File: config.mk
export PLATFORM = sky130hd
export DESIGN_NAME = icap_unit
export DESIGN_NICKNAME = d
export VERILOG_FILES = /design/src/rtl/icap_pkg.sv /design/src/rtl/icap_sync.sv /design/src/rtl/icap_filter.sv /design/src/rtl/icap_edge.sv /design/src/rtl/icap_hold.sv /design/src/rtl/icap_unit.sv
export SDC_FILE = /design/constraint.sdc
export NUM_CORES = 1
export LEC_CHECK = 0
export ABC_AREA = 1
export BUFFER_PORTS_ARGS = -buffer_cell sky130_fd_sc_hd__buf_2
export CAP_MARGIN = 15
export CORE_MARGIN = 5
export CORE_UTILIZATION = 41
export DETAILED_ROUTE_END_ITERATION = 8
export GPL_TIMING_DRIVEN = 1
export PLACE_DENSITY = 0.76
export SLEW_MARGIN = 10
export SYNTH_ARGS = -nofsm -noshare
export SYNTH_HDL_FRONTEND = slang
export SYNTH_SLANG_ARGS = --single-unit
File: constraint.sdc
create_clock -name clk -period 1.45 [get_ports clk]
set_input_delay 0.2175 -clock clk [delete_from_list [all_inputs] [get_ports clk]]
set_output_delay 0.2175 -clock clk [all_outputs]
set_load 0.1 [all_outputs]
File: src/rtl/icap_pkg.sv
package icap_pkg;

    localparam int unsigned CNT_W       = 16;
    localparam int unsigned SYNC_STAGES = 2;
    localparam int unsigned FILT_TAPS   = 4;

    typedef enum logic {
        POL_FALL = 1'b0,
        POL_RISE = 1'b1
    } edge_pol_e;

    typedef struct packed {
        logic             fire;
        logic [CNT_W-1:0] stamp;
    } cap_evt_t;

    // True when every bit of the sample window holds the same level
    function automatic logic window_agrees(input logic [FILT_TAPS-1:0] w);
        return (&w) | ~(|w);
    endfunction

endpackage

File: src/rtl/icap_sync.sv
module icap_sync #(
    parameter int unsigned STAGES = icap_pkg::SYNC_STAGES
) (
    input  logic clk,
    input  logic rst,
    input  logic d_async,
    output logic q_sync
);
    logic [STAGES-1:0] chain;

    generate
        for (genvar i = 0; i < STAGES; i++) begin : g_stage
            if (i == 0) begin : g_first
                always_ff @(posedge clk) begin
                    if (rst) chain[0] <= 1'b0;
                    else     chain[0] <= d_async;
                end
            end else begin : g_next
                always_ff @(posedge clk) begin
                    if (rst) chain[i] <= 1'b0;
                    else     chain[i] <= chain[i-1];
                end
            end
        end
    endgenerate

    assign q_sync = chain[STAGES-1];
endmodule

File: src/rtl/icap_filter.sv
module icap_filter
    import icap_pkg::*;
#(
    parameter int unsigned TAPS = FILT_TAPS
) (
    input  logic clk,
    input  logic rst,
    input  logic din,
    output logic dout
);
    localparam int unsigned HIST_W = TAPS - 1;

    logic [HIST_W-1:0] hist;
    logic [TAPS-1:0]   window;
    logic              level_q;

    // Current sample plus the previous TAPS-1 samples
    assign window = {hist, din};

    always_ff @(posedge clk) begin
        if (rst) begin
            hist    <= '0;
            level_q <= 1'b0;
        end else begin
            hist <= window[HIST_W-1:0];
            if (window_agrees(window))
                level_q <= din;
        end
    end

    assign dout = level_q;
endmodule

File: src/rtl/icap_edge.sv
module icap_edge
    import icap_pkg::*;
(
    input  logic      clk,
    input  logic      rst,
    input  logic      lvl,
    input  edge_pol_e pol,
    output logic      fire
);
    logic prev_q;

    always_ff @(posedge clk) begin
        if (rst) prev_q <= 1'b0;
        else     prev_q <= lvl;
    end

    // Only a real transition of the level can fire; polarity only chooses which
    always_comb begin
        unique case (pol)
            POL_RISE: fire = lvl & ~prev_q;
            POL_FALL: fire = ~lvl & prev_q;
            default:  fire = 1'b0;
        endcase
    end
endmodule

File: src/rtl/icap_hold.sv
module icap_hold
    import icap_pkg::*;
(
    input  logic             clk,
    input  logic             rst,
    input  cap_evt_t         evt,
    input  logic             clr,
    output logic [CNT_W-1:0] value,
    output logic             flag
);
    always_ff @(posedge clk) begin
        if (rst) begin
            value <= '0;
            flag  <= 1'b0;
        end else begin
            if (evt.fire) begin
                value <= evt.stamp;
                flag  <= 1'b1;
            end else if (clr) begin
                flag  <= 1'b0;
            end
        end
    end
endmodule

File: src/rtl/icap_unit.sv
module icap_unit
    import icap_pkg::*;
(
    input  logic             clk,
    input  logic             rst,
    input  logic             cap_pin,
    input  logic             filt_en,
    input  logic             edge_rise,
    input  logic [CNT_W-1:0] count_val,
    input  logic             irq_en,
    input  logic             flag_clr,
    output logic [CNT_W-1:0] cap_value,
    output logic             cap_flag,
    output logic             irq
);
    logic      pin_sync;
    logic      pin_filt;
    logic      lvl_sel;
    logic      trig;
    edge_pol_e pol;
    cap_evt_t  evt;

    icap_sync #(.STAGES(SYNC_STAGES)) u_sync (
        .clk     (clk),
        .rst     (rst),
        .d_async (cap_pin),
        .q_sync  (pin_sync)
    );

    // The filter always runs, so its level is current when it is switched in
    icap_filter #(.TAPS(FILT_TAPS)) u_filt (
        .clk  (clk),
        .rst  (rst),
        .din  (pin_sync),
        .dout (pin_filt)
    );

    assign lvl_sel = filt_en ? pin_filt : pin_sync;
    assign pol     = edge_rise ? POL_RISE : POL_FALL;

    icap_edge u_edge (
        .clk  (clk),
        .rst  (rst),
        .lvl  (lvl_sel),
        .pol  (pol),
        .fire (trig)
    );

    assign evt.fire  = trig;
    assign evt.stamp = count_val;

    icap_hold u_hold (
        .clk   (clk),
        .rst   (rst),
        .evt   (evt),
        .clr   (flag_clr),
        .value (cap_value),
        .flag  (cap_flag)
    );

    assign irq = cap_flag & irq_en;
endmodule

==> impl_metrics.yaml <==
global_route:
  grt_use_total_pct: 12.4
  grt_pass1_wl_um: 3440
  globalRoute.totalOverflow: 0
  grt_max_degree: 34
  grt_antenna_before_repair: 0
  vias_in_the_first_global_route: 869
synthesis:
  synth_top_family_by_area: "simple AND/OR/NAND/NOR gates"
  syn-cell-area_mm2: 0.00104
  post_synth_num_cell_types: 14
  number_of_instances_in_the_synthesized_netlist: 144
  number_of_warnings_issued_by_yosys: 0
  synth.area.mux_share_pct: 0
  synth-seq-cells: 24
  syn_nets: 167
  post_synth_and_or_nand_nor_area_fraction_pct: 29.0
  synth_top_cells_by_area: "sky130_fd_sc_hd__dfxtp_1, sky130_fd_sc_hd__inv_1, sky130_fd_sc_hd__a21oi_1, sky130_fd_sc_hd__nand2_1, sky130_fd_sc_hd__nor2_1"
  synth_top_area_share_pct: 46.2
  seq_area_frac_synth_pct: 46.2
  yosys.area_share.adder_pct: 0
  yosysTopAreaCell: "sky130_fd_sc_hd__dfxtp_1"
  complex_gate_fraction_of_the_synthesized_area_pct: 9.13
  synthXorXnorAreaFrac_pct: 0
  syn_area_per_cell_um2: 7.23
power:
  cell_pwr_density_mw_per_mm2: 991
  cellLeakagePower_uw: 0.000681
  p_clk_share_pct: 21.6
  netSwitchingFraction_pct: 33.0
  share_comb_of_total_power_pct: 23.7
  cell_internal_power_uw: 854
  worst_ir_drop_vdd_mv: 0.567
  switching_power_uw: 421
  seq_power_share_pct: 54.7
layout:
  drive_gt1_share_pct: 29.8
  finish.net_count: 206
  utilization_of_the_core_after_routing_pct: 52.4
  post_layout_nonfiller_instances: 211
  antenna_cells_inserted: 0
  area_growth_pct: 23.6
worst_setup_path:
  endpoint_kind: "output pin"
  cpMaxStageDelayCell: "sky130_fd_sc_hd__buf_2"
  critPathMaxFanout: 2
  worst_path_largest_cell_delay_ns: 0.43
  arrival_ns: 1.10
  cp_cell_sequence: "buf_2"
  path_delay_family: "buffers and inverters"
  cp.required_ns: 1.23
  setup.worst_path.class: "register to output pin"
  critical_path.n_buffers_inverters: 1
  critical_path.startpoint_type: "register"
clocking:
  cts_tree: "yes"
  h_tree_levels: 1
  cts_sinks: 24
  numCtsBuffers: 3
  clock_pin_slew_reported_for_the_worst_setup_and_hold_paths_after_clock_tree_synthesis_ns: 0.12
  worstSkewPairLatency_ns: 0.30
  cts-root-buf: "sky130_fd_sc_hd__clkbuf_4"
  cts_post_setup_buffers_inserted: 0
  cts.path.max_buffers: 2
sta:
  final_max_slew_viol_count: 0
  period_share_pct: 90.7
  timing.max_slew.rel_slack_pct: 67.3
  report.final.setup_viol: 0
  finalCriticalPeriod_ns: 1.31
  maxClockFrequency_mhz: 761
  setup_repair_after_global_routing_missed_its_margin: "false"
  fin_setup_tns_ns: 0
  hold_viol_final: 0
  finClkSkew_ns: 0.00707
  slew_at_the_pin_closest_to_its_max_slew_limit_ns: 0.494
routing:
  detailroute.via_count: 967
  drc_errors: 0
  totalWireLength_um: 2100
  drt-vias-per-instance: 4.58
  dr.pass1.iters: 4
  drt-wirelength-per-cell_um: 9.95
  drt_iter0_markers: 70
  antenna_left: 0
flow_run:
  max_cap_viol_count: 0
place:
  placedCellCount: 208
  numPortBuffers: 40
  gpl.final_weighted_congestion: 0.699
  dp.final_hpwl_um: 1590
die:
  floorplan.initialDensity_pct: 42.4
  count_of_pins_on_the_block_boundary: 41
  die_width_um: 60.4
  die_height_um: 60.4
  fp.dieArea_mm2: 0.00365
  row_count: 18
  core_mm2: 0.00245
min_path:
  worstHoldPathType: "input pin to register"
run_status:
  run_status: "finished, final reports clean"
[registers in the layout, indices dropped and copies added (netlist names)]
signal / flops
u_hold.value: 16
u_filt.hist: 3
u_sync.q_sync: 1
u_sync.chain: 1
u_hold.flag: 1
u_filt.dout: 1
u_edge.prev_q: 1
[timing repair]
item,in CTS,in global routing
hold endpoints to repair,0,0
resized for setup,0,1
setup endpoints to repair,0,1
hold buffers,0,0
[layout make-up]
cell class              count  area, um^2
clock buffers               3        22.5
fillers                   255        1170
inverters                  27         105
multi-input cells          85         397
flip-flops and latches     24         482
well taps                  30        37.5
repair buffers             42         243
[Yosys cell counts]
| cell | n |
|---|---|
| sky130_fd_sc_hd__buf_2 | 2 |
| sky130_fd_sc_hd__nor4_1 | 1 |
| sky130_fd_sc_hd__a21oi_1 | 19 |
| sky130_fd_sc_hd__buf_4 | 4 |
| sky130_fd_sc_hd__inv_1 | 26 |
| sky130_fd_sc_hd__nand3_1 | 13 |
| sky130_fd_sc_hd__nor2_1 | 21 |
| sky130_fd_sc_hd__nand4_1 | 1 |
| sky130_fd_sc_hd__nand3_2 | 4 |
| sky130_fd_sc_hd__nand2_2 | 3 |
| sky130_fd_sc_hd__clkinv_1 | 1 |
| sky130_fd_sc_hd__buf_6 | 2 |
| sky130_fd_sc_hd__dfxtp_1 | 24 |
| sky130_fd_sc_hd__nand2_1 | 23 |
[path summary, 6_finish.rpt]
check | from | to | slack, ns | cells after the start
setup / recovery | u_hold.value[15]$_SDFFE_PP0P_ | cap_value[15] | 0.14 | 1
hold / removal | cap_pin | u_sync.chain[0]$_SDFF_PP0_ | 0.11 | 3
setup reg to reg | u_filt.dout$_SDFFE_PP0P_ | u_hold.value[9]$_SDFFE_PP0P_ | 0.37 | 7
hold reg to reg | u_sync.chain[0]$_SDFF_PP0_ | u_sync.q_sync$_SDFF_PP0_ | 0.41 | 2
[layer usage]
layer / GRT usage, % / wire, um
met1: 14.8 / 862
met2: 21.3 / 1070
met3: 2.98 / 164
met4: 4.75 / 0
met5: 0 / 0
[per-stage QoR]
stage | worst slack, ns | cell area, um^2 | power, uW | hold slack, ns
after floorplan | 0.0430 | 1050 | 954 | 0.324
after global placement | 0.342 | 1260 | 1010 | 0.398
after detailed placement | 0.305 | 1260 | 1020 | 0.394
after CTS | 0.0252 | 1280 | 1290 | 0.0985
after global routing | 0.0475 | 1290 | 1350 | 0.117
final | 0.135 | 1290 | 1270 | 0.113
[power by group through the flow]
| stage | clock network (uW) | registers [uW] | logic [uW] |
|---|---|---|---|
| floorplan | 0 | 864 | 90.1 |
| global placement | 0 | 712 | 299 |
| detailed placement | 0 | 712 | 304 |
| CTS | 291 | 698 | 305 |
| global route | 320 | 701 | 326 |
| finish | 275 | 697 | 302 |
[kinds of logic (layout without fill, tap and decap cells)]
kind of cell,Yosys count,count (layout)
flip-flops,24,24
AND/OR/NAND/NOR,66,66
AO/OA/AOI/OAI,19,19
buffers and inverters,35,72
[placed cells by master (no fill, tap or decap)]
cell type	Yosys	layout
sky130_fd_sc_hd__nor4_1	1	1
sky130_fd_sc_hd__nand2_2	3	3
sky130_fd_sc_hd__buf_2	2	39
sky130_fd_sc_hd__dfxtp_1	24	23
sky130_fd_sc_hd__nand4_1	1	1
sky130_fd_sc_hd__buf_12	0	2
sky130_fd_sc_hd__clkbuf_4	0	4
sky130_fd_sc_hd__clkinv_1	1	1
sky130_fd_sc_hd__nand3_1	13	13
sky130_fd_sc_hd__inv_1	26	25
sky130_fd_sc_hd__a21oi_1	19	19
sky130_fd_sc_hd__dfxtp_2	0	1
sky130_fd_sc_hd__clkinvlp_4	0	1
sky130_fd_sc_hd__nand3_2	4	4
sky130_fd_sc_hd__nand2_1	23	23
sky130_fd_sc_hd__nor2_1	21	21
Power figures use the tool's default switching activity.
